--- src/rtl/chan_rate_div_pkg.sv ---
package chan_rate_div_pkg;

  // Strobes passed from the control unit to the counting datapath.
  typedef struct packed {
    logic advance; // channel running: count this cycle
    logic clear;   // channel stopped: zero the count, reload the ratio
  } ctrlStrobe_t;

endpackage

--- src/rtl/chan_rate_ctrl.sv ---
module chan_rate_ctrl
  import chan_rate_div_pkg::*;
#(
  parameter int DIV_WIDTH = 8,
  parameter int FIXED_DIV = 1,
  parameter int RATIO_W   = 10
) (
  input  logic                 parentRun,
  input  logic                 chanDisable,
  input  logic                 holdBit,
  input  logic [DIV_WIDTH-1:0] divField,
  output ctrlStrobe_t          strobe,
  output logic [RATIO_W-1:0]   newRatio,
  output logic                 chanActive
);

  localparam logic [DIV_WIDTH-1:0] FIELD_MAX = {DIV_WIDTH{1'b1}};

  logic [DIV_WIDTH-1:0] fieldEff;
  logic                 running;

  // Both gating bits must be clear for the channel to be enabled.
  assign chanActive = ~chanDisable & ~holdBit;
  assign running    = chanActive & parentRun;

  assign strobe.advance = running;
  assign strobe.clear   = ~running;

  // Zero selects the largest field value, not a bypass.
  assign fieldEff = (divField == '0) ? FIELD_MAX : divField;

  generate
    if (FIXED_DIV == 1) begin : g_noPost
      assign newRatio = RATIO_W'(fieldEff);
    end else begin : g_post
      localparam logic [RATIO_W-1:0] POST = RATIO_W'(FIXED_DIV);
      assign newRatio = RATIO_W'(fieldEff) * POST;
    end
  endgenerate

endmodule

--- src/rtl/chan_rate_dp.sv ---
module chan_rate_dp
  import chan_rate_div_pkg::*;
#(
  parameter int RATIO_W = 10
) (
  input  logic               clk,
  input  logic               rst_n,
  input  ctrlStrobe_t        strobe,
  input  logic [RATIO_W-1:0] newRatio,
  output logic               clkEn
);

  logic [RATIO_W-1:0] count;
  logic [RATIO_W-1:0] ratioQ;
  logic               termCount;

  assign termCount = (count == ratioQ - RATIO_W'(1));

  always_ff @(posedge clk or negedge rst_n) begin
    if (!rst_n) begin
      count  <= '0;
      ratioQ <= RATIO_W'(1);
      clkEn  <= 1'b0;
    end else if (strobe.clear) begin
      count  <= '0;
      ratioQ <= newRatio;
      clkEn  <= 1'b0;
    end else if (strobe.advance) begin
      if (termCount) begin
        count  <= '0;
        ratioQ <= newRatio; // ratio changes only at the period boundary
        clkEn  <= 1'b1;
      end else begin
        count  <= count + RATIO_W'(1);
        clkEn  <= 1'b0;
      end
    end else begin
      clkEn <= 1'b0;
    end
  end

endmodule

--- src/rtl/chan_rate_div.sv ---
module chan_rate_div
  import chan_rate_div_pkg::*;
#(
  parameter int DIV_WIDTH = 8,
  parameter int FIXED_DIV = 1
) (
  input  logic                 clk,
  input  logic                 rst_n,
  input  logic                 parentRun,
  input  logic                 chanDisable,
  input  logic                 holdBit,
  input  logic [DIV_WIDTH-1:0] divField,
  output logic                 clkEn,
  output logic                 chanActive
);

  localparam int RATIO_W = DIV_WIDTH + $clog2(FIXED_DIV + 1) + 1;

  ctrlStrobe_t        strobe;
  logic [RATIO_W-1:0] newRatio;

  chan_rate_ctrl #(
    .DIV_WIDTH(DIV_WIDTH),
    .FIXED_DIV(FIXED_DIV),
    .RATIO_W  (RATIO_W)
  ) u_ctrl (
    .parentRun  (parentRun),
    .chanDisable(chanDisable),
    .holdBit    (holdBit),
    .divField   (divField),
    .strobe     (strobe),
    .newRatio   (newRatio),
    .chanActive (chanActive)
  );

  chan_rate_dp #(
    .RATIO_W(RATIO_W)
  ) u_dp (
    .clk     (clk),
    .rst_n   (rst_n),
    .strobe  (strobe),
    .newRatio(newRatio),
    .clkEn   (clkEn)
  );

endmodule

--- config.mk ---
export PLATFORM = sky130hd
export DESIGN_NAME = chan_rate_div
export DESIGN_NICKNAME = d
export VERILOG_FILES = /design/src/rtl/chan_rate_div_pkg.sv /design/src/rtl/chan_rate_ctrl.sv /design/src/rtl/chan_rate_dp.sv /design/src/rtl/chan_rate_div.sv
export SDC_FILE = /design/constraint.sdc
export NUM_CORES = 1
export LEC_CHECK = 0
export BUFFER_PORTS_ARGS = -buffer_cell sky130_fd_sc_hd__buf_4
export CAP_MARGIN = 20
export CORE_MARGIN = 2
export CORE_UTILIZATION = 34
export CTS_CLUSTER_SIZE = 14
export DETAILED_ROUTE_END_ITERATION = 8
export PLACE_DENSITY_LB_ADDON = 0.05
export SLEW_MARGIN = 20
export SYNTH_ARGS = -nofsm -noshare
export SYNTH_HDL_FRONTEND = slang
export SYNTH_HIERARCHICAL = 1
export SYNTH_SLANG_ARGS = --single-unit
--- constraint.sdc ---
create_clock -name clk -period 3.53 [get_ports clk]
set_clock_uncertainty 0.05 [all_clocks]
set_input_delay 0.353 -clock clk [delete_from_list [all_inputs] [get_ports clk]]
set_output_delay 0.353 -clock clk [all_outputs]
set_load 0.05 [all_outputs]
### After elaboration in Yosys (flattened, before gate mapping)

Index checks and enable logic that the tools add are counted.

| operators by class | value |
|---|---|
| $add $sub $neg | 2 |
| equal/unequal tests | 2 |
| muxes and demuxes | 7 |
| bitwise operators | 4 |
| reductions and logical operators | 1 |

Operator list:

| cell | number |
|---|---|
| 2-to-1 mux 10 bit | 4 |
| adder 10 x 1 -> 10 bit (second input constant) | 1 |
| equality test 10 bit | 1 |
| subtractor 10 x 1 -> 10 bit (second input constant) | 1 |
| logical NOT 8 bit | 1 |
| 2-to-1 mux 8 bit | 1 |
| bitwise AND 1 bit | 2 |
| 2-to-1 mux 1 bit | 2 |
| != test 2 x 1 -> 1 bit (second input constant) | 1 |
| NOT 1 bit | 2 |

| word-level totals | value |
|---|---|
| register bits after elaboration | 21 |
| bits of input ports | 13 |
| output and inout bits | 2 |
| logic and storage cells | 19 |

### Depth between registers and ports, before layout

Gate-level depths: netlist of the first run.

| logic depth | value |
|---|---|
| depth in word-level cells | 4 |
| mapped depth | 9 |
| mapped depth without buffers | 8 |

### Modules after synthesis

Netlist of the first run, hierarchy kept.

Modules (own cells, without submodules):

| module | times used | cells each | area each (um2) | seq. area each (um2) |
|---|---|---|---|---|
| chan_rate_dp | 1 | 133 | 1338.8 | 526.8 |
| chan_rate_ctrl | 1 | 19 | 167.7 | 0.0 |

### Least setup slack after synthesis of the first run

OpenSTA, ideal clock, no wires.

| path | value |
|---|---|
| kind | register to register |
| start | reg u_dp.ratioQ[1] |
| end | reg u_dp.ratioQ[5] |
| library setup time | 125 ps |
| arrival time | 2805 ps |
| data required time | 3355 ps |
| setup slack | 550 ps |
| cell stages (with the launch flop) | 10 |
| buffers on the path | 1 |
| clock period less this slack | 2980 ps |
| cell sequence | dfrtp_1 inv_1 ha_1 or4b_2 xnor2_1 o32ai_2 nor2_2 o41ai_4 buf_6 mux2_4 |

| on the way | value |
|---|---|
| longest elaborated chain between the ends | 3 |

RTL lines:

| what | RTL line | source |
|---|---|---|
| start, declared | chan_rate_dp.sv:14 | `logic [RATIO_W-1:0] ratioQ;` |
| start signal, assigned | chan_rate_dp.sv:26 | `ratioQ <= newRatio;` |
| start signal, assigned | chan_rate_dp.sv:31 | `ratioQ <= newRatio;` |
| subtractor 10 x 1 -> 10 bit | chan_rate_dp.sv:17 | `assign termCount = (count == ratioQ - RATIO_W'(1));` |
| equality test 10 bit | chan_rate_dp.sv:17 |  |
| != test 2 x 1 -> 1 bit (no line) | -- |  |

No other way between the ends.
A chain may end at the register's enable or synchronous reset.

### Worst setup path in the final report of the first run

| path | value |
|---|---|
| start | reg u_dp.ratioQ[1] |
| end | reg u_dp.ratioQ[2] |

The elaborated chain is that of the path after synthesis.

==> results of run 1 <==
placed cells by master, fill, tap and decap left out, types with 2 or more instances in the layout:
| master | count |
|---|---|
| o21bai_2 | 8 |
| o311ai_0 | 2 |
| nor2_1 | 12 |
| o21ai_0 | 2 |
| nor3_1 | 3 |
| xnor2_1 | 13 |
| mux2_4 | 4 |
| mux2_2 | 6 |
| ha_1 | 2 |
| inv_1 | 7 |
| nand3_1 | 2 |
| dfrtp_1 | 20 |
| or4_4 | 2 |
| a31oi_1 | 2 |
| conb_1 | 2 |
| xor2_1 | 6 |
| clkbuf_8 | 3 |
| buf_4 | 15 |
| nand2b_1 | 2 |
| and3_1 | 2 |
| nand2_1 | 13 |
| nor4_1 | 4 |
| o211ai_1 | 3 |
| o32ai_1 | 2 |
| a21oi_1 | 5 |
worst register-to-register path: cells and delay by family, from the launching register on:
| kind | cells | cell delay [ps] |
|---|---|---|
| AO/OA/AOI/OAI | 2 | 610 |
| multiplexers | 1 | 370 |
| flip-flops | 1 | 410 |
| AND/OR/NAND/NOR | 2 | 790 |
| adder cells (fa/ha/maj) | 1 | 220 |
| buffers and inverters | 2 | 350 |
| XOR/XNOR | 1 | 170 |
power by group through the flow:
stage | combinational [mW] | sequential (mW) | clock (mW)
after global placement | 0.0851 | 0.269 | 0
after floorplan | 0.0706 | 0.261 | 0
after CTS | 0.0874 | 0.265 | 0.171
final | 0.0858 | 0.265 | 0.161
after global routing | 0.0947 | 0.267 | 0.189
after detailed placement | 0.0861 | 0.269 | 0
worst paths after layout:
kind                                               to
max                        u_dp/ratioQ[2]$_DFFE_PN0P_
min                        u_dp/ratioQ[7]$_DFFE_PN0P_
max reg2reg                u_dp/ratioQ[2]$_DFFE_PN0P_
min reg2reg                u_dp/ratioQ[9]$_DFFE_PN0P_
max in group asynchronous  u_dp/ratioQ[0]$_DFFE_PN1P_
min in group asynchronous   u_dp/count[5]$_DFFE_PN0P_
sequential cells by signal, indices dropped and copies added, names as in the netlist:
name	count
u_dp/clkEn	1
u_dp/ratioQ	10
u_dp/count	10
final cells by class:
| type | count | area (um2) |
|---|---|---|
| fill | 449 | 2670 |
| multi-input combinational | 113 | 865 |
| clock buffer | 3 | 41.3 |
| tap | 52 | 65.1 |
| timing repair buffer | 16 | 123 |
| inverter | 7 | 26.3 |
| clock inverter | 1 | 7.51 |
| sequential | 21 | 527 |
kinds of logic (layout without fill, tap and decap cells):
kind of cell             Yosys count  after routing  synth area share
flip-flops                        21             21             0.350
adder cells (fa/ha/maj)            2              2            0.0166
XOR/XNOR                          19             19             0.110
other                              1              2           0.00249
AND/OR/NAND/NOR                   50             50             0.177
buffers and inverters             19             27            0.0789
multiplexers                      10             10            0.0847
AO/OA/AOI/OAI                     30             30             0.180
stage by stage:
step | instance area, um2 | instances | util | setup WS [ps] | total power, mW
floorplan | 1510 | 153 | - | 550 | 0.332
global placement | 1600 | 208 | 0.369 | 502 | 0.354
detailed placement | 1600 | 208 | 0.369 | 447 | 0.355
CTS | 1650 | 213 | 0.383 | 434 | 0.523
global route | 1650 | 213 | 0.383 | 252 | 0.551
finish | 1650 | 213 | 0.383 | 450 | 0.512
per-layer routing:
metal	vias to the layer above	share of wire	global-route usage
met5	-	0	0
met4	0	0.0089	0.0503
met3	4	0.038	0.0299
met2	23	0.49	0.217
met1	507	0.46	0.167
li1	549	-	-
==> impl_metrics.tcl, run 1 <==
set metrics [dict create \
    drtPass1Iterations 4 \
    p_comb_frac 0.168 \
    root_buffer "clkbuf_8" \
    intPower_mw 0.373 \
    wl_per_cell_um 14.2 \
    crit_path_start_kind "flop" \
    antenna_left 0 \
    status "finished, final reports clean" \
    antennaDiodeCount 0 \
    peakVddDrop_mv 0.124 \
    dp_hpwl_um 2280 \
    worst_path_max_delay_cell "or4b_2" \
    slowest_delay_ps 670 \
    routed_wl_um 3020 \
    drt_iter0_drc 45 \
    worstMarginPinSlew_ps 526 \
    ys_seq_area_frac 0.350 \
    fin_nets 177 \
    powerDensity_nw_per_um2 309 \
    hold_violations 0 \
    coreArea_um2 4320 \
    synth_top_cell_by_area "dfrtp_1" \
    ff2ff_setup_slack_ps 450 \
    cts_buffers 3 \
    p_leak_nw 0.654 \
    area_growth_pct 9.80 \
    gp_congestion 0.820 \
    grt_first_pass_wirelength_um 5040 \
    reg2reg_depth 9 \
    worst_hold_path_type "input pin to flop" \
    critical_path_class "flop to flop" \
    post-route-period-util 0.873 \
    initial_utilization 0.348 \
    worstPathCellList "inv_1 -> ha_1 -> or4b_2 -> xnor2_1 -> o32ai_2 -> nor2_2 -> o41ai_4 -> buf_4 -> mux2_2" \
    clk_pin_slew_ps 80 \
    synth.cell_area_um2 1510 \
    fin_hold_ws_ps 368 \
    synth_common_cells "dfrtp_1, nand2_1, xnor2_1" \
    cp_top_family "simple AND/OR/NAND/NOR gates" \
    synth.most_common_cell "dfrtp_1" \
    ys.flop_type "dfrtp_1" \
    path_max_fanout 16 \
    clock_path_buffers 2 \
    ys_seq_elements 21 \
    min-delay-start "divField[7]" \
    slew_viol_final 0 \
    p_clk_frac 0.315 \
    seqPwrFrac 0.517 \
    grt_pass1_vias 1055 \
    rsz0062_at_grt "no" \
    portBuffers 14 \
    vias 1083 \
    holdBufCountCts 1 \
    htreeDepth 1 \
    postSynthCellCount 152 \
    cp.required_ps 3630 \
    drv_cap 0 \
    grt_overflow_total 0 \
    crit_path_end_kind "flop" \
    post-route-drc-count 0 \
    cts.sinks 21 \
    synth_top_cell_area_share 0.332 \
    holdPathStages 3 \
    viasPerCell 5.08 \
    die_area_um2 4980 \
    synth-edff-count 0 \
    swShare 0.271 \
    cts_resized 0 \
    regToRegStartpoint "u_dp/ratioQ[1]$_DFFE_PN0P_" \
    die_y_um 70.6 \
    synth_async_sr_flop_share 1.00 \
    slew_headroom 0.650 \
    arrival_ps 3180 \
    grt_usage 0.131 \
    post-route-min-period_ps 3080 \
    cts_setup_buffers 0 \
    syn_area_per_cell_um2 9.91 \
    clock_latency_ps 260 \
    grt_max_degree 22 \
    path_buf_inv 2 \
    cts_tree "yes" \
    fmax_mhz 325 \
    setup_viol 0 \
    cp.depth 9 \
    crit_path_start "u_dp/ratioQ[1]$_DFFE_PN0P_" \
    die_x_um 70.6 \
    fin_tns_setup_ps 0 \
    drive_gt1_frac 0.286 \
    antenna_found_initial 0 \
    synth_cell_type_count 44 \
    switchingPower_mw 0.139 \
    ys_warn_count 6 \
    num_rows 24 \
    synth_area_leaders "dfrtp_1, xnor2_1, o21bai_2, mux2_2, mux2_4" \
    pin_count 15 \
]
No activity file was read; power rests on OpenSTA's default activity.
==> inputs of run 2 (changes only) <==
- ABC_AREA: unset -> 1
- SYNTH_HIERARCHICAL: 1 -> unset
==> run 2 against run 1 <==
  * Clock power fell by 33%
  * Core utilization grew 3.4 points
  * Largest cell class unchanged
  * Synthesized cell count rose by 20%
==> impl_metrics.tcl, run 2 <==
set metrics [dict create \
    largest-register "u_dp.count" \
    die_y_um 64.5 \
    synth_fp_nets 197 \
    worst_path_max_delay_cell "dfstp_2" \
    die_area_um2 4170 \
    fin_ws_ps 1270 \
    antenna_left 0 \
    htreeDepth 1 \
    largest_reg_flops 10 \
    arrival_ps 2440 \
    worstMarginPinSlew_ps 307 \
    synth_cell_type_count 21 \
    dp_hpwl_um 2170 \
    peakVddDrop_mv 0.134 \
    vias 1096 \
    p_leak_nw 0.733 \
    grt_usage 0.147 \
    initial_utilization 0.365 \
    synth.most_common_cell "nand2_1" \
    grt_max_degree 20 \
    rsz0062_at_grt "no" \
    post-route-period-util 0.640 \
    pin_count 15 \
    grt_first_pass_wirelength_um 4750 \
    post-route-min-period_ps 2260 \
    grt_overflow_total 0 \
    clock_path_buffers 2 \
    area_growth_pct 14.2 \
    cts_tree "yes" \
    seqPwrFrac 0.563 \
    synth_area_leaders "dfrtp_1, nand2_1, nand3_1, inv_1, nor2_1" \
    switchingPower_mw 0.119 \
    crit_path_start_kind "flop" \
    reg_top3 "u_dp.count: 10 flops, u_dp.ratioQ: 8 flops, u_dp.clkEn: 1 flops" \
    die_x_um 64.5 \
    slowest_delay_ps 570 \
    ys_warn_count 0 \
    dpl_worst_slack_ps 1260 \
    gp_congestion 0.834 \
    synth_top_cell_area_share 0.361 \
    mostFrequentLayoutCells "nand2_1, inv_1, nand3_1" \
    p_clk_frac 0.258 \
    cp.required_ps 3710 \
    synth_common_cells "nand2_1, inv_1, nand3_1" \
    powerDensity_nw_per_um2 295 \
    num_rows 21 \
    ys_seq_area_frac 0.383 \
    postSynthCellCount 182 \
    worst_hold_path_type "input pin to flop" \
    ys_seq_elements 19 \
    antenna_found_initial 0 \
    swShare 0.285 \
    crit_top_cell "nand2_1" \
    drv_cap 0 \
    viasPerCell 4.47 \
    clock_latency_ps 290 \
    coreArea_um2 3420 \
    grt_pass1_vias 1072 \
    final_common_cell "nand2_1" \
    holdBufCountCts 1 \
    worstPathCellList "inv_1 -> ha_1 -> nand2_1 -> nand2_1 -> nand2_1 -> nand2_1 -> nor2_1 -> nand3_1 -> nor2_1 -> nand3_2 -> nand2_4 -> nand2_1 -> nand2_1" \
    cts_setup_buffers 0 \
    setup_viol 0 \
    intPower_mw 0.300 \
    wl_per_cell_um 10.9 \
    drive_gt1_frac 0.136 \
    totalPowerFinal_mw 0.420 \
    post-route-drc-count 0 \
    cts_buffers 3 \
    critical_path_class "flop to flop" \
    synth_top_cell_by_area "dfrtp_1" \
    drtPass1Iterations 4 \
    portBuffers 14 \
    utilization 0.416 \
    synth-edff-count 0 \
    slew_headroom 0.794 \
    cts_resized 0 \
    root_buffer "clkbuf_4" \
    ys.flop_type "dfrtp_1" \
    p_comb_frac 0.179 \
    clk_pin_slew_ps 110 \
    routed_wl_um 2680 \
    slew_viol_final 0 \
    fmax_mhz 443 \
    path_max_fanout 17 \
    crit_path_end_kind "flop" \
    num-fill-cells 385 \
    fin_tns_setup_ps 0 \
    synth.cell_area_um2 1250 \
    synth_async_sr_flop_share 1.00 \
    hold_violations 0 \
    cts.sinks 19 \
    status "finished, final reports clean" \
    drt_iter0_drc 41 \
    syn_area_per_cell_um2 6.85 \
    antennaDiodeCount 0 \
    fin_nets 215 \
]
[run 2: power by group through the flow]
| stage | clock [mW] | combinational [mW] | sequential [mW] |
|---|---|---|---|
| 3_5_place_dp | 0 | 0.0755 | 0.240 |
| 5_1_grt | 0.126 | 0.0868 | 0.238 |
| 6_report | 0.108 | 0.0753 | 0.236 |
| 2_1_floorplan | 0 | 0.0522 | 0.237 |
| 4_1_cts | 0.114 | 0.0767 | 0.236 |
| 3_3_place_gp | 0 | 0.0742 | 0.240 |
[run 2: path summary, 6_finish.rpt]
| path | start | endpoint | slack, ps | depth (start not counted) |
|---|---|---|---|---|
| max in group asynchronous | rst_n | u_dp.ratioQ[0]$_DFFE_PN1P_ | 2750 | 2 |
| hold reg to reg | u_dp.ratioQ[0]$_DFFE_PN1P_ | u_dp.ratioQ[0]$_DFFE_PN1P_ | 470 | 2 |
| hold / removal | parentRun | u_dp.clkEn$_DFF_PN0_ | 290 | 3 |
| setup reg to reg | u_dp.ratioQ[0]$_DFFE_PN1P_ | u_dp.ratioQ[7]$_DFFE_PN0P_ | 1270 | 13 |
| setup / recovery | u_dp.ratioQ[0]$_DFFE_PN1P_ | u_dp.ratioQ[7]$_DFFE_PN0P_ | 1270 | 13 |
| min in group asynchronous | rst_n | u_dp.count[2]$_DFF_PN0_ | 410 | 2 |
[run 2: kinds of logic after synthesis]
logic type | synth area share
flops | 0.383
buf+inv | 0.0994
fa+ha+maj | 0.0201
xor+xnor | 0.0562
simple gates | 0.422
compound gates | 0.0201
[run 2: critical path, delay by kind of cell, from the launching register on]
family	cells	cell delay, ps
buffers and inverters	1	90
and+or+nand+nor	11	1210
DFF	1	570
adders and majority gates	1	280
[run 2: metal layers]
metal / track usage / vias up / share of wire
met5: 0 / - / 0
met4: 0.0559 / 0 / 0.0086
met3: 0.0156 / 2 / 0.017
met2: 0.237 / 10 / 0.45
met1: 0.204 / 488 / 0.52
li1: - / 596 / -
[run 2: layout make-up]
class | instances | area [um2] | area share
sequential | 19 | 477 | 0.335
tap | 46 | 57.6 | 0.0405
multi-input combinational | 134 | 646 | 0.454
inverter | 27 | 101 | 0.0712
timing repair buffer | 15 | 115 | 0.0809
clock buffer | 4 | 26.3 | 0.0185
[run 2: per-stage QoR]
step | hold WS, ps | cell area, um2 | cells
floorplan | 7.41 | 1250 | 182
global placement | 193 | 1390 | 240
detailed placement | 192 | 1390 | 240
CTS | 277 | 1420 | 245
global route | 283 | 1420 | 245
finish | 285 | 1420 | 245
==> inputs of run 3 (changes only) <==
- ABC_AREA: 1 -> 0
- clock period: 3.53 -> 2.25 ns (I/O delays scaled with it)
==> run 3 against run 2 <==
  * The flow now finishes with violations (negative setup slack)
  * Via count fell by 14%
  * Global-route usage down 0.98 points
  * Area after synthesis is 7.1% lower
  * Die area fell by 6.7%
  * Largest power group unchanged
==> impl_metrics.tcl, run 3 <==
set metrics [dict create \
    instances_no_fill 196 \
    fin_hold_ws_ps 152 \
    antenna_left 0 \
    ys.flop_type "dfrtp_1" \
    die_y_um 62.3 \
    antenna_found_initial 0 \
    pin_count 15 \
    synth_cell_type_count 30 \
    syn_area_per_cell_um2 9.64 \
    gp_congestion 0.793 \
    post-route-drc-count 0 \
    peakVddDrop_mv 0.154 \
    worstMarginPinSlew_ps 440 \
    synth-edff-count 0 \
    ff2ff_setup_slack_ps -70 \
    num-fill-cells 342 \
    cts_tree "yes" \
    antennaDiodeCount 0 \
    grt_max_degree 20 \
    die_area_um2 3890 \
    rsz0062_at_grt "yes" \
    largest-register "u_dp.count" \
    portBuffers 14 \
    reg_top3 "u_dp.count: 10 flops, u_dp.ratioQ: 8 flops, u_dp.clkEn: 1 flops" \
    status "complete, but fails checks" \
    initial_utilization 0.350 \
    cp.required_ps 2410 \
    crit_path_end_kind "flop" \
    coreArea_um2 3310 \
    cts.sinks 19 \
    drv_cap 0 \
    placed_cells 186 \
    dp_hpwl_um 1920 \
    synth_top_cell_by_area "dfrtp_1" \
    hold_violations 0 \
    worst_hold_path_type "input pin to flop" \
    regToRegStartpoint "u_dp.ratioQ[0]$_DFFE_PN1P_" \
    grt_usage 0.138 \
    failed_checks "negative setup slack" \
    p_leak_nw 0.739 \
    clock_path_buffers 2 \
    slew_viol_final 0 \
    routed-wl-met2_um 1330 \
    critical_path_class "flop to flop" \
    routed_wl_um 2660 \
    largest_reg_flops 10 \
    fmax_mhz 430 \
    root_buffer "clkbuf_4" \
    num_rows 21 \
    fin_nets 166 \
    cts_buffers 3 \
    holdPathStages 3 \
    clk_pin_slew_ps 120 \
    post-route-period-util 1.03 \
    vias 943 \
    min-delay-start "divField[6]" \
    drtPass1Iterations 4 \
    worstReg2RegEnd "u_dp.count[8]$_DFF_PN0_" \
    fin_ws_ps -73.2 \
    powerDensity_nw_per_um2 433 \
    crit_path_start_kind "flop" \
    die_x_um 62.3 \
    synth_fp_nets 135 \
    worst_hold_path.endpoint "u_dp.ratioQ[6]$_DFFE_PN0P_" \
    wl_per_cell_um 13.6 \
    clock_latency_ps 300 \
    synth_top_cell_area_share 0.389 \
    post-route-min-period_ps 2320 \
    grt_overflow_total 0 \
    ys_warn_count 0 \
    mostFrequentLayoutCells "buf_4, dfrtp_1, nor2_1, xor2_1" \
    synth.most_common_cell "nor2_1" \
    synth_async_sr_flop_share 1.00 \
    area_growth_pct 39.8 \
    path_max_fanout 5 \
    drt_iter0_drc 35 \
    synth_common_cells "nor2_1, dfrtp_1, xor2_1" \
    htreeDepth 1 \
    setup_viol 18 \
    reg2reg_depth 7 \
    drive_gt1_frac 0.387 \
    synth.cell_area_um2 1160 \
    arrival_ps 2480 \
    viasPerCell 4.81 \
    ys_seq_elements 19 \
    final_common_cell "buf_4" \
    wl_met3_um 74 \
    grt_first_pass_wirelength_um 4290 \
    slew_headroom 0.704 \
    top_layer_used "met4" \
    m1WireLength_um 1210 \
    ys_seq_area_frac 0.412 \
    postSynthCellCount 120 \
    grt_pass1_vias 940 \
    synth_area_leaders "dfrtp_1, xor2_1, nor2_1, mux2i_1, xnor2_1" \
]
==> run 3: report_power, final <==
group          total, mW  leakage [nW]  internal (mW)  switching, mW
Combinational      0.153         0.476         0.0791         0.0740
Clock              0.178        0.0177         0.0662          0.112
Sequential         0.370         0.245          0.354         0.0156
==> run 3: how the worst max path moves through the flow <==
stage                               startpoint                         end  slack, ps
global route        u_dp.ratioQ[0]$_DFFE_PN1P_  u_dp.ratioQ[5]$_DFFE_PN0P_       -150
CTS                 u_dp.ratioQ[2]$_DFFE_PN0P_  u_dp.ratioQ[7]$_DFFE_PN0P_        -80
detailed placement  u_dp.ratioQ[0]$_DFFE_PN1P_  u_dp.ratioQ[7]$_DFFE_PN0P_       -110
global placement    u_dp.ratioQ[0]$_DFFE_PN1P_  u_dp.ratioQ[7]$_DFFE_PN0P_         -8
finish              u_dp.ratioQ[0]$_DFFE_PN1P_     u_dp.count[8]$_DFF_PN0_        -70
floorplan           u_dp.ratioQ[0]$_DFFE_PN1P_  u_dp.ratioQ[3]$_DFFE_PN0P_         10
==> run 3: cell type report <==
cell class	instances	area (um2)	share of cell area
timing repair buffer	31	260	0.161
multi-input combinational	88	766	0.473
clock inverter	1	5.00	0.00309
sequential	19	477	0.295
tap	46	57.6	0.0356
inverter	8	30.0	0.0186
clock buffer	3	22.5	0.0139
==> run 3: kinds of logic (layout without fill, tap and decap cells) <==
family                     Yosys count  in the layout  share of synthesized area
AOI/OAI and AO/OA                    5              5                     0.0508
xor gates and xnor gates            21             21                      0.159
adders and majority gates            2              2                     0.0216
buffers and inverters               13             43                     0.0519
DFF                                 19             19                      0.412
muxes                                8              8                     0.0703
and+or+nand+nor                     52             52                      0.235
==> run 3: timing repair <==
item | 4_1_cts | 5_1_grt
endpoints found under the setup margin | 18 | 18
gates resized for setup | 3 | 18
hold buffers | 1 | 0
hold endpoints to repair | 19 | 0
pin swaps | 3 | 9
buffers inserted | 1 | 3
cloned | 0 | 1
==> run 3: critical path, cell delays in order (launching register included) <==
cell and delay (ps):
dfstp_2 400, or4_4 590, nand2b_4 170, xnor2_2 160
o41ai_4 460, buf_4 220, buf_8 130, nor2_1 50
==> run 3: stage by stage <==
step / worst slack [ps] / util / area [um2] / total power, mW / setup TNS [ps]
final: -73.2 / 0.489 / 1620 / 0.700 / -965
after global routing: -145 / 0.489 / 1620 / 0.744 / -2310
after CTS: -82.2 / 0.455 / 1510 / 0.690 / -640
after floorplan: 9.70 / - / 1220 / 0.447 / 0
after detailed placement: -108 / 0.437 / 1450 / 0.506 / -1300
after global placement: -8.31 / 0.437 / 1450 / 0.505 / -39.5
==> run 3: per-layer routing <==
layer,global-route usage,vias to the layer above
met5,0,-
met4,0.0667,0
met3,0.0217,4
met2,0.213,10
met1,0.188,459
li1,-,470
